`src/rtl/dpr_pkg.sv`:
```
// Shared definitions for the selectable-latency dual-port RAM.
// Assumes: nothing beyond a single clock domain.
package dpr_pkg;

    // Read timing choices for the RAM read path
    typedef enum logic [1:0] {
        RD_TWO_STAGE  = 2'd0,
        RD_ONE_STAGE  = 2'd1,
        RD_HALF_CYCLE = 2'd2
    } read_mode_e;

endpackage

```
`src/rtl/dpr_mem_array.sv`:
```
// Storage array with one rising-edge write port and one combinational
// read port. The preload image is applied at elaboration.
// Assumes: the caller gates the write request with reset.
module dpr_mem_array #(
    parameter int DATA_W = 8,
    parameter int ADDR_W = 5,
    parameter logic [(2**ADDR_W)*DATA_W-1:0] INIT_IMAGE = '0
) (
    input  logic              clk,
    input  logic              we,
    input  logic [ADDR_W-1:0] waddr,
    input  logic [DATA_W-1:0] wdata,
    input  logic [ADDR_W-1:0] raddr,
    output logic [DATA_W-1:0] rdata
);
    localparam int DEPTH = 2**ADDR_W;

    logic [DATA_W-1:0] store [DEPTH];

    // Apply the preload image at elaboration
    initial begin
        for (int i = 0; i < DEPTH; i++) begin
            store[i] = INIT_IMAGE[i*DATA_W +: DATA_W];
        end
    end

    // Commit a write on the rising edge
    always_ff @(posedge clk) begin
        if (we) begin
            store[waddr] <= wdata;
        end
    end

    // Combinational read of the current contents
    assign rdata = store[raddr];

endmodule

```
`src/rtl/dpr_read_sync.sv`:
```
// Rising-edge read path: captures the array word when a read is
// requested. With TWO_STAGE set, it adds an output register that loads
// one edge later.
// Assumes: arr_data reflects rd_addr before the rising edge.
module dpr_read_sync #(
    parameter int DATA_W    = 8,
    parameter bit TWO_STAGE = 1'b1
) (
    input  logic              clk,
    input  logic              rst_n,
    input  logic              rd_en,
    input  logic [DATA_W-1:0] arr_data,
    output logic [DATA_W-1:0] rd_data
);
    logic [DATA_W-1:0] cap_q;

    // First stage: take the array word on a read request, else hold
    always_ff @(posedge clk) begin
        if (!rst_n) begin
            cap_q <= '0;
        end else if (rd_en) begin
            cap_q <= arr_data;
        end
    end

    generate
        if (TWO_STAGE) begin : g_two
            logic              cap_vld_q;
            logic [DATA_W-1:0] out_q;

            // Track which first-stage loads were real reads
            always_ff @(posedge clk) begin
                if (!rst_n) begin
                    cap_vld_q <= 1'b0;
                end else begin
                    cap_vld_q <= rd_en;
                end
            end

            // Second stage: forward a completed read, else hold
            always_ff @(posedge clk) begin
                if (!rst_n) begin
                    out_q <= '0;
                end else if (cap_vld_q) begin
                    out_q <= cap_q;
                end
            end

            assign rd_data = out_q;
        end else begin : g_one
            assign rd_data = cap_q;
        end
    endgenerate

endmodule

```
`src/rtl/dpr_read_half.sv`:
```
// Half-cycle read path. The read request is taken on the falling edge
// and the array word passes straight to the output. A rising-edge
// register keeps the last word shown, for the cycles without a read.
// Assumes: rd_en and rd_addr are settled before the falling edge.
module dpr_read_half #(
    parameter int DATA_W = 8,
    parameter int ADDR_W = 5
) (
    input  logic              clk,
    input  logic              rst_n,
    input  logic              rd_en,
    input  logic [ADDR_W-1:0] rd_addr,
    input  logic [DATA_W-1:0] arr_data,
    output logic [ADDR_W-1:0] arr_addr,
    output logic [DATA_W-1:0] rd_data
);
    logic              req_q;
    logic [ADDR_W-1:0] addr_q;
    logic [DATA_W-1:0] keep_q;

    // Falling-edge capture of the read request
    always_ff @(negedge clk) begin
        if (!rst_n) begin
            req_q  <= 1'b0;
            addr_q <= '0;
        end else begin
            req_q  <= rd_en;
            addr_q <= rd_addr;
        end
    end

    // Keep the shown word so it survives idle cycles
    always_ff @(posedge clk) begin
        if (!rst_n) begin
            keep_q <= '0;
        end else if (req_q) begin
            keep_q <= arr_data;
        end
    end

    assign arr_addr = addr_q;
    assign rd_data  = req_q ? arr_data : keep_q;

endmodule

```
`src/rtl/dpr_ram.sv`:
```
// Top of the selectable-latency simple dual-port RAM. It gates writes
// with reset and builds the read path that READ_MODE selects.
// Assumes: single clock, synchronous active-low reset.
module dpr_ram
    import dpr_pkg::*;
#(
    parameter int         DATA_W    = 8,
    parameter int         ADDR_W    = 5,
    parameter read_mode_e READ_MODE = RD_TWO_STAGE,
    parameter logic [(2**ADDR_W)*DATA_W-1:0] INIT_IMAGE = '0
) (
    input  logic              clk,
    input  logic              rst_n,
    input  logic              wr_en,
    input  logic [ADDR_W-1:0] wr_addr,
    input  logic [DATA_W-1:0] wr_data,
    input  logic              rd_en,
    input  logic [ADDR_W-1:0] rd_addr,
    output logic [DATA_W-1:0] rd_data
);
    logic [ADDR_W-1:0] arr_raddr;
    logic [DATA_W-1:0] arr_rdata;
    logic              wr_go;

    // Writes are blocked while reset is held
    assign wr_go = wr_en & rst_n;

    dpr_mem_array #(
        .DATA_W     (DATA_W),
        .ADDR_W     (ADDR_W),
        .INIT_IMAGE (INIT_IMAGE)
    ) u_array (
        .clk   (clk),
        .we    (wr_go),
        .waddr (wr_addr),
        .wdata (wr_data),
        .raddr (arr_raddr),
        .rdata (arr_rdata)
    );

    generate
        if (READ_MODE == RD_HALF_CYCLE) begin : g_half
            dpr_read_half #(
                .DATA_W (DATA_W),
                .ADDR_W (ADDR_W)
            ) u_rd (
                .clk      (clk),
                .rst_n    (rst_n),
                .rd_en    (rd_en),
                .rd_addr  (rd_addr),
                .arr_data (arr_rdata),
                .arr_addr (arr_raddr),
                .rd_data  (rd_data)
            );
        end else begin : g_sync
            assign arr_raddr = rd_addr;
            dpr_read_sync #(
                .DATA_W    (DATA_W),
                .TWO_STAGE (READ_MODE == RD_TWO_STAGE)
            ) u_rd (
                .clk      (clk),
                .rst_n    (rst_n),
                .rd_en    (rd_en),
                .arr_data (arr_rdata),
                .rd_data  (rd_data)
            );
        end
    endgenerate

endmodule

```
`config.mk`:
```
export PLATFORM = sky130hd
export DESIGN_NAME = dpr_ram
export DESIGN_NICKNAME = d
export VERILOG_FILES = /design/src/rtl/dpr_pkg.sv /design/src/rtl/dpr_mem_array.sv /design/src/rtl/dpr_read_sync.sv /design/src/rtl/dpr_read_half.sv /design/src/rtl/dpr_ram.sv
export SDC_FILE = /design/constraint.sdc
export NUM_CORES = 1
export LEC_CHECK = 0
export CORE_MARGIN = 2
export CORE_UTILIZATION = 50
export CTS_BUF_LIST = sky130_fd_sc_hd__clkbuf_8
export DETAILED_ROUTE_END_ITERATION = 16
export PLACE_DENSITY = 0.67
export SYNTH_ARGS = -nofsm -noshare
export SYNTH_HDL_FRONTEND = slang
export SYNTH_SLANG_ARGS = --single-unit
```
`constraint.sdc`:
```
create_clock -name clk -period 3.8 [get_ports clk]
set_input_delay 0.38 -clock clk [delete_from_list [all_inputs] [get_ports clk]]
set_output_delay 0.38 -clock clk [all_outputs]
set_load 0.005 [all_outputs]
```
## Word-level counts from Yosys, hierarchy flattened

Memory sizes are Yosys's and may differ from the RTL's. A register that Yosys moved wholly into a read port is not among the register bits.
Cells that the tools add are included.

- Muxes and demuxes: 2
- Bitwise gates (word level): 1
- Reduce and logical (&&, ||, !) cells: 1

Operator list:

| kind | count |
|---|---|
| $mux 1 | 2 |
| $and 1x1->1 | 1 |
| $logic_not 1->1 | 1 |

- Register bits after elaboration: 9
- Bits in writable memories: 256
- Input bits: 22
- Output and inout port bits: 8
- Memories kept: 1

Memory list:

| name | words | width | rd ports | clocked after Yosys merged registers in | write ports | RTL line | source |
|---|---|---|---|---|---|---|---|
| u_array.store | 32 | 8 | 1 | 1 | 1 | dpr_mem_array.sv:18 | `logic [DATA_W-1:0] store [DEPTH];` |

## Logic depth before layout (Yosys ltp)

Gate-level depths: netlist of run 1.

- Depth in word-level cells: 3
- Depth in mapped cells: 7

## Cells and area by module

A second synthesis of run 1 with hierarchy kept.

- Cells, all modules: 463
- Area total of the unflattened synthesis: 10533.9 um^2

By module, submodules not included:

| module | times used | cells an instance | area each (um^2) |
|---|---|---|---|
| dpr_mem_array | 1 | 409 | 9893.2 |
| dpr_read_sync | 1 | 53 | 634.4 |
| dpr_ram | 1 | 1 | 6.3 |

## Least setup slack after synthesis of run 1

OpenSTA, ideal clock, no wires.

- Kind: input to register
- Start: in rd_addr[2]
- End: reg g_sync.u_rd.cap_q[4] (read register of u_array.store)
- Setup time: 0.070 ns
- Data arrival time: 1.687 ns
- Required time: 3.730 ns
- Path slack: 2.043 ns
- Cell stages on the path: 7
- Buffers on the path: 2
- Cell sequence: and2_1 > clkbuf_1 > clkbuf_1 > a22oi_1 > a21oi_1 > or4_1 > a21oi_1

RTL lines:

| element | RTL line | source |
|---|---|---|
| start, declared | dpr_ram.sv:18 | `input logic [ADDR_W-1:0] rd_addr,` |
| end, declared | dpr_read_sync.sv:15 | `logic [DATA_W-1:0] cap_q;` |

## Worst setup path in the final report of run 1

- Start: in rst_n
- End: mem u_array.store[28][2], enable pin

- Longest elaborated chain between the ends: 3

Ends and longest elaborated chain:

| element | RTL line | source |
|---|---|---|
| start, declared | dpr_ram.sv:13 | `input logic rst_n,` |
| $and 1x1->1 | dpr_ram.sv:26 | `assign wr_go = wr_en & rst_n;` |
| $mux 1 | dpr_mem_array.sv:29 | `if (we) begin` |
| $mux 1 (not written as such) | dpr_mem_array.sv:30 | `store[waddr] <= wdata;` |
| end, declared | dpr_mem_array.sv:18 |  |

No other way between the ends.

==> out/results.tsv, run 1 <==
stage	metric	value	unit
outcome	status	finished, final reports clean	
place	Placed Instances	918	
timing	period utilization	0.614	
grt	initial antenna violation count	0	
timing	# setup viols final	0	
min_path	Hold Path Sink	g_sync.u_rd.rd_data[3]	
finish	Non-Filler Instances	997	
min_path	Hold Crit Start	g_sync.u_rd.cap_q[3]	
place	Final Wtd Congestion	0.851	
floorplanning	Die ar.	22600	µm²
setup_path	CP required	3.96	ns
grt	vias in the first global route	5863	
drt	Routed WL	23200	µm
logic_synthesis	post-synth cell types	23	
floorplanning	Row Count	53	
setup_path	r2r endpoint	g_sync.u_rd.cap_q[3]	
finish	Syn-to-layout area delta	12.8	%
pwr	Peak VDD IR	0.300	mV
logic_synthesis	Most used DFF post-synth	edfxtp_1	
finish	fin nets	710	
floorplanning	Die Ht	150	µm
finish	commonest non-fill, non-tap cell in the layout	edfxtp_1	
logic_synthesis	Yosys reg bits	273	
grt	largest net degree at the start of global routing	55	
clock_tree	CTS Buf Count	43	
setup_path	Worst Setup SP	rst_n	
grt	global-route wire length before repair	34800	µm
floorplanning	Die Width	150	µm
setup_path	Slowest-stage cell, CP	clkdlybuf4s50_1	
logic_synthesis	mean post-synth cell area	17.0	µm²
clock_tree	Root Buffer	clkbuf_8	
setup_path	Critical path buffers and inverters	1	
clock_tree	CTS resizes	0	
logic_synthesis	FFs w/ async S/R, synth	0	
logic_synthesis	Post-Synthesis Net Count	652	
timing	clk_skew	0.0225	ns
finish	Antenna diodes	0	
clock_tree	CTS H-tree depth	2	
drt	mean routed wirelength per cell	23.3	µm
logic_synthesis	Ys Warns	0	
setup_path	Top delay family on crit path	simple AND/OR/NAND/NOR gates	
clock_tree	CTS Sinks	273	
pwr	Leak Pwr	0.00420	µW
setup_path	critical path launch point type	input pin	
floorplanning	Placeable Area	21000	µm²
clock_tree	clock-pin slew on the worst setup and hold paths	0.06	ns
floorplanning	Initial Util	0.509	
floorplanning	# IOs	30	
finish	share of cells above drive strength 1	0.109	
logic_synthesis	register area share after synthesis	0.751	
drt	Post-DRT Antenna Nets	0	
setup_path	Critical Path AT	2.49	ns
timing	Final Hold Viols	0	
clock_tree	post-CTS setup buffers	0	
grt	global-route congestion overflow total	0	
setup_path	Reg2Reg Depth	5	
pwr	Power Dens Cells	482	nW/µm²
timing	setup TNS	0	ns
clock_tree	CTS tree	yes	
place	port buffer count	29	
setup_path	reg2reg setup slack	2.15	ns
finish	most frequent cells in the layout	256 x edfxtp_1, 136 x mux2i_1, 64 x a22oi_1	
timing	Fmax achieved	429	MHz
drt	initial DRC count	541	
setup_path	Worst path max stage delay	0.80	ns
setup_path	crit path kind	input pin to flop	
clock_tree	Longest Clk Path Bufs	3	
logic_synthesis	Post-synth EDFFs	256	
grt	Overall Global Routing Usage	0.212	
drt	via count	5746	
timing	minimum clock period	2.33	ns
finish	Fill cells	1585	
drt	residual DRC count	0	
place	hpwl dp	14200	µm
setup_path	Cell Chain, Critical Path	clkdlybuf4s50_1 -> nand2_1 -> or3_1 -> nor2_1	
drt	iteration count of the initial detailed-routing pass	5	
timing	RSZ-0062 raised after global routing	no	
clock_tree	cts hold-fix bufs	0	
setup_path	worst-path fanout max	20	
logic_synthesis	post-synth design cell area	10700	µm²
logic_synthesis	Cells after Synth	630	
run	max capacitance violation total	0	
timing	Slew Viols, Final	0	
min_path	hold depth	2	
setup_path	Worst R2R Start	u_array.store[16][3]	
timing	worst slew pin tran	1.19	ns
setup_path	CP Capture Type	flop	
clock_tree	Worst-Skew Late Latency	0.55	ns
drt	via/cell ratio	5.76	
timing	relative slew slack	0.206	
min_path	Hold WC Path Type	flop to flop	
==> report_power, final <==
part	internal [µW]	switching (µW)	total (µW)
logic	120	203	323
clock network	1080	1080	2160
registers	3320	14.4	3330
total	4520	1300	5810
==> worst min-delay path: stages (launching register included) <==
cell and delay [ns]:
dfxtp_1 0.32, mux2i_1 0.07, nor2b_1 0.10
==> layout make-up <==
cell class                      instances  area, µm²  share of cell area
Multi-Input combinational cell        320       2460               0.204
Timing Repair Buffer                   50        474              0.0393
Sequential cell                       273       8030               0.666
Clock inverter                         35        146              0.0121
Tap cell                              275        344              0.0285
Clock buffer                           44        606              0.0502
==> logic make-up (layout without fill, tap and decap cells) <==
kind of cell	count (synthesis)	after routing	synth area share
compound gates	112	112	0.0674
simple gates	72	72	0.0349
flops	273	273	0.751
mux	136	136	0.127
buf+inv	37	129	0.0197
==> cells in the mapped netlist (4+ instances only) <==
cell / n / area share
edfxtp_1: 256 / 0.72
mux2i_1: 136 / 0.13
a22oi_1: 64 / 0.045
a21oi_1: 40 / 0.019
nor2_1: 35 / 0.012
clkbuf_1: 21 / 0.0074
dfxtp_1: 17 / 0.032
nor2b_1: 10 / 0.0059
buf_4: 9 / 0.0063
o21ai_0: 8 / 0.0037
or4_1: 8 / 0.0056
buf_6: 5 / 0.0053
nand2_1: 4 / 0.0014
==> metal layers <==
metal | vias up | global-route usage | part of all wire
met2 | 196 | 0.336 | 0.48
li1 | 2614 | - | -
met4 | 0 | 0.0731 | 0.027
met5 | - | 0 | 0
met1 | 2878 | 0.295 | 0.43
met3 | 58 | 0.0415 | 0.063
==> how the worst max path moves through the flow <==
stage / end / cells after the start
2_1_floorplan: g_sync.u_rd.cap_q[4] / 7
3_3_place_gp: u_array.store[28][3] / 4
3_5_place_dp: u_array.store[28][5] / 4
4_1_cts: u_array.store[28][2] / 4
5_1_grt: u_array.store[28][5] / 4
6_report: u_array.store[28][2] / 4
==> state kept, by name, indices dropped and copies added, names as in the netlist <==
name,count
g_sync.u_rd.cap_q,8
g_sync.u_rd.rd_data,8
u_array.store,256
g_sync.u_rd.g_two.cap_vld_q,1
==> metrics by stage <==
stage	hold WS, ns	setup slack, ns	utilization	area, µm²	power [µW]
floorplan	0.479	2.04	-	10700	3570
global placement	0.501	0.971	0.538	11300	3710
detailed placement	0.508	0.951	0.538	11300	3720
CTS	0.522	1.51	0.574	12100	5860
global route	0.555	1.31	0.574	12100	6020
finish	0.522	1.47	0.574	12100	5810
Note: power is estimated with default switching activity, not from simulation.
==> inputs of run 2 (changes only) <==
--- a/config.mk
+++ b/config.mk
@@ -9,7 +9,7 @@
 export CORE_UTILIZATION = 50
 export CTS_BUF_LIST = sky130_fd_sc_hd__clkbuf_8
 export DETAILED_ROUTE_END_ITERATION = 16
-export PLACE_DENSITY = 0.67
+export PLACE_DENSITY = 0.69
 export SYNTH_ARGS = -nofsm -noshare
 export SYNTH_HDL_FRONTEND = slang
 export SYNTH_SLANG_ARGS = --single-unit
==> constraint.sdc (replaced) <==
create_clock -name clk -period 1.9 [get_ports clk]
set_input_delay 0.19 -clock clk [delete_from_list [all_inputs] [get_ports clk]]
set_output_delay 0.19 -clock clk [all_outputs]
set_load 0.005 [all_outputs]
==> run 2 against run 1 <==
  * Final cell count rose by 5.9%
  * Core utilization increased by 2.9 points
  * First-iteration DRC count rose by 42%
  * Setup slack worse by 1.3 ns
==> out/results.tsv, run 2 (synthesized netlist as in run 1, its figures left out) <==
stage	metric	value	unit
outcome	status	finished, final reports clean	
drt	WL met2	11700	µm
place	Final Wtd Congestion	0.899	
setup_path	most used cell, CP	a21oi_1	
clock_tree	CTS Sinks	273	
timing	Final WS setup	0.162	ns
timing	relative slew slack	0.522	
setup_path	worst-path fanout max	16	
setup_path	Top delay family on crit path	simple AND/OR/NAND/NOR gates	
timing	# setup viols final	0	
timing	Final Hold Viols	0	
setup_path	critical path launch point type	input pin	
pwr	internal power	9260	µW
finish	Antenna diodes	0	
finish	Syn-to-layout area delta	18.5	%
setup_path	Critical Path AT	2.21	ns
timing	worst slew pin tran	0.714	ns
grt	vias in the first global route	6243	
grt	initial antenna violation count	0	
pwr	Power Dens Cells	940	nW/µm²
timing	clk_skew	0.0173	ns
place	Post-DP Area	11900	µm²
clock_tree	CTS H-tree depth	2	
pwr	Net Sw Frac	0.222	
setup_path	Critical path buffers and inverters	2	
clock_tree	CTS Buf Count	44	
drt	mean routed wirelength per cell	23.1	µm
drt	initial DRC count	766	
drt	M1 WL	10400	µm
clock_tree	CTS tree	yes	
drt	residual DRC count	0	
setup_path	Worst R2R Start	u_array.store[12][7]	
timing	setup TNS	0	ns
timing	minimum clock period	1.74	ns
pwr	Peak VDD IR	0.610	mV
pwr	Total Power	11900	µW
place	hpwl dp	15500	µm
min_path	Hold Crit Start	rst_n	
setup_path	Cell Chain, Critical Path	clkdlybuf4s50_1 -> and2_1 -> buf_4 -> a22oi_1 -> a21oi_1 -> or4_1 -> a21oi_1	
timing	period utilization	0.915	
clock_tree	cts hold-fix bufs	0	
min_path	Hold WC Path Type	input pin to flop	
finish	post-route design area	12700	µm²
floorplanning	Die ar.	22600	µm²
setup_path	Worst path max stage delay	0.56	ns
setup_path	CP required	2.38	ns
grt	Overall Global Routing Usage	0.224	
clock_tree	Longest Clk Path Bufs	3	
clock_tree	Worst-Skew Late Latency	0.55	ns
drt	via count	6151	
drt	uppermost layer routed	met4	
floorplanning	Die Width	150	µm
timing	RSZ-0062 raised after global routing	no	
floorplanning	Placeable Area	21000	µm²
floorplanning	Die Ht	150	µm
clock_tree	CTS resizes	0	
clock_tree	Root Buffer	clkbuf_8	
finish	commonest non-fill, non-tap cell in the layout	edfxtp_1	
grt	largest net degree at the start of global routing	33	
finish	share of cells above drive strength 1	0.184	
finish	most frequent cells in the layout	256 x edfxtp_1, 136 x mux2i_1, 70 x buf_4	
drt	Routed WL	24400	µm
floorplanning	Initial Util	0.509	
drt	met3 WL	1730	µm
pwr	switching power	2650	µW
setup_path	CP Capture Type	flop	
place	dpl ws	-0.349	ns
run	max capacitance violation total	0	
place	port buffer count	29	
finish	Largest Register	u_array.store	
setup_path	Slowest-stage cell, CP	or4_1	
floorplanning	# IOs	30	
pwr	sequential power share	0.560	
clock_tree	clock-pin slew on the worst setup and hold paths	0.06	ns
grt	global-route wire length before repair	37000	µm
finish	max reg flops	256	
timing	Fmax achieved	575	MHz
drt	via/cell ratio	5.82	
pwr	clock share of power	0.378	
finish	fin nets	772	
pwr	Leak Pwr	0.00455	µW
drt	iteration count of the initial detailed-routing pass	5	
floorplanning	Row Count	53	
timing	Slew Viols, Final	0	
grt	global-route congestion overflow total	0	
clock_tree	post-CTS setup buffers	0	
setup_path	Worst Setup SP	rd_addr[2]	
finish	post-layout util	0.603	
drt	Post-DRT Antenna Nets	0	
setup_path	crit path kind	input pin to flop	
pwr	Logic pwr share	0.062	
==> run 2: changes by cell type in the layout (fill, tap and decap cells not counted) <==
cell	previous run	this run
buf_12	2	12
buf_4	19	70
clkbuf_8	44	48
clkinv_1	8	9
clkinvlp_4	1	2
inv_1	20	13
inv_6	1	0
==> run 2: cell type report <==
class	count	area (µm²)
clock buffers	48	661
clock inverters	29	123
fillers	1523	8350
multi-input cells	320	2460
flip-flops and latches	273	8030
well taps	275	344
repair buffers	111	1060
==> run 2: through the flow <==
stage	instances	hold slack [ns]
after detailed placement	979	0.514
after global placement	979	0.495
after floorplan	630	0.289
final	1056	0.471
after CTS	1056	0.452
after global routing	1056	0.485
==> run 2: final timing paths <==
kind                                 end  slack, ns  cells after the start
setup / recovery    g_sync.u_rd.cap_q[7]       0.16                      7
setup reg to reg    g_sync.u_rd.cap_q[7]       0.28                      5
hold / removal      g_sync.u_rd.cap_q[1]       0.47                      4
hold reg to reg   g_sync.u_rd.rd_data[3]       0.52                      2
==> run 2: power groups by stage <==
| stage | Sequential [µW] | Clock [µW] | Combinational (µW) |
|---|---|---|---|
| global route | 6670 | 4820 | 791 |
| detailed placement | 6790 | 0 | 736 |
| CTS | 6670 | 4570 | 738 |
| finish | 6670 | 4500 | 741 |
| floorplan | 6780 | 0 | 361 |
| global placement | 6790 | 0 | 719 |
==> run 2: layer usage <==
layer	vias up	global-route usage
li1	2736	-
met1	3080	0.309
met2	280	0.357
met3	55	0.0442
met4	0	0.0792
met5	-	0
==> run 2: worst reg2reg max path: stages (launching register included) <==
cell and delay (ns):
edfxtp_1 0.33, mux2i_1 0.08, a22oi_1 0.26, a21oi_1 0.16, or4_1 0.56, a21oi_1 0.16
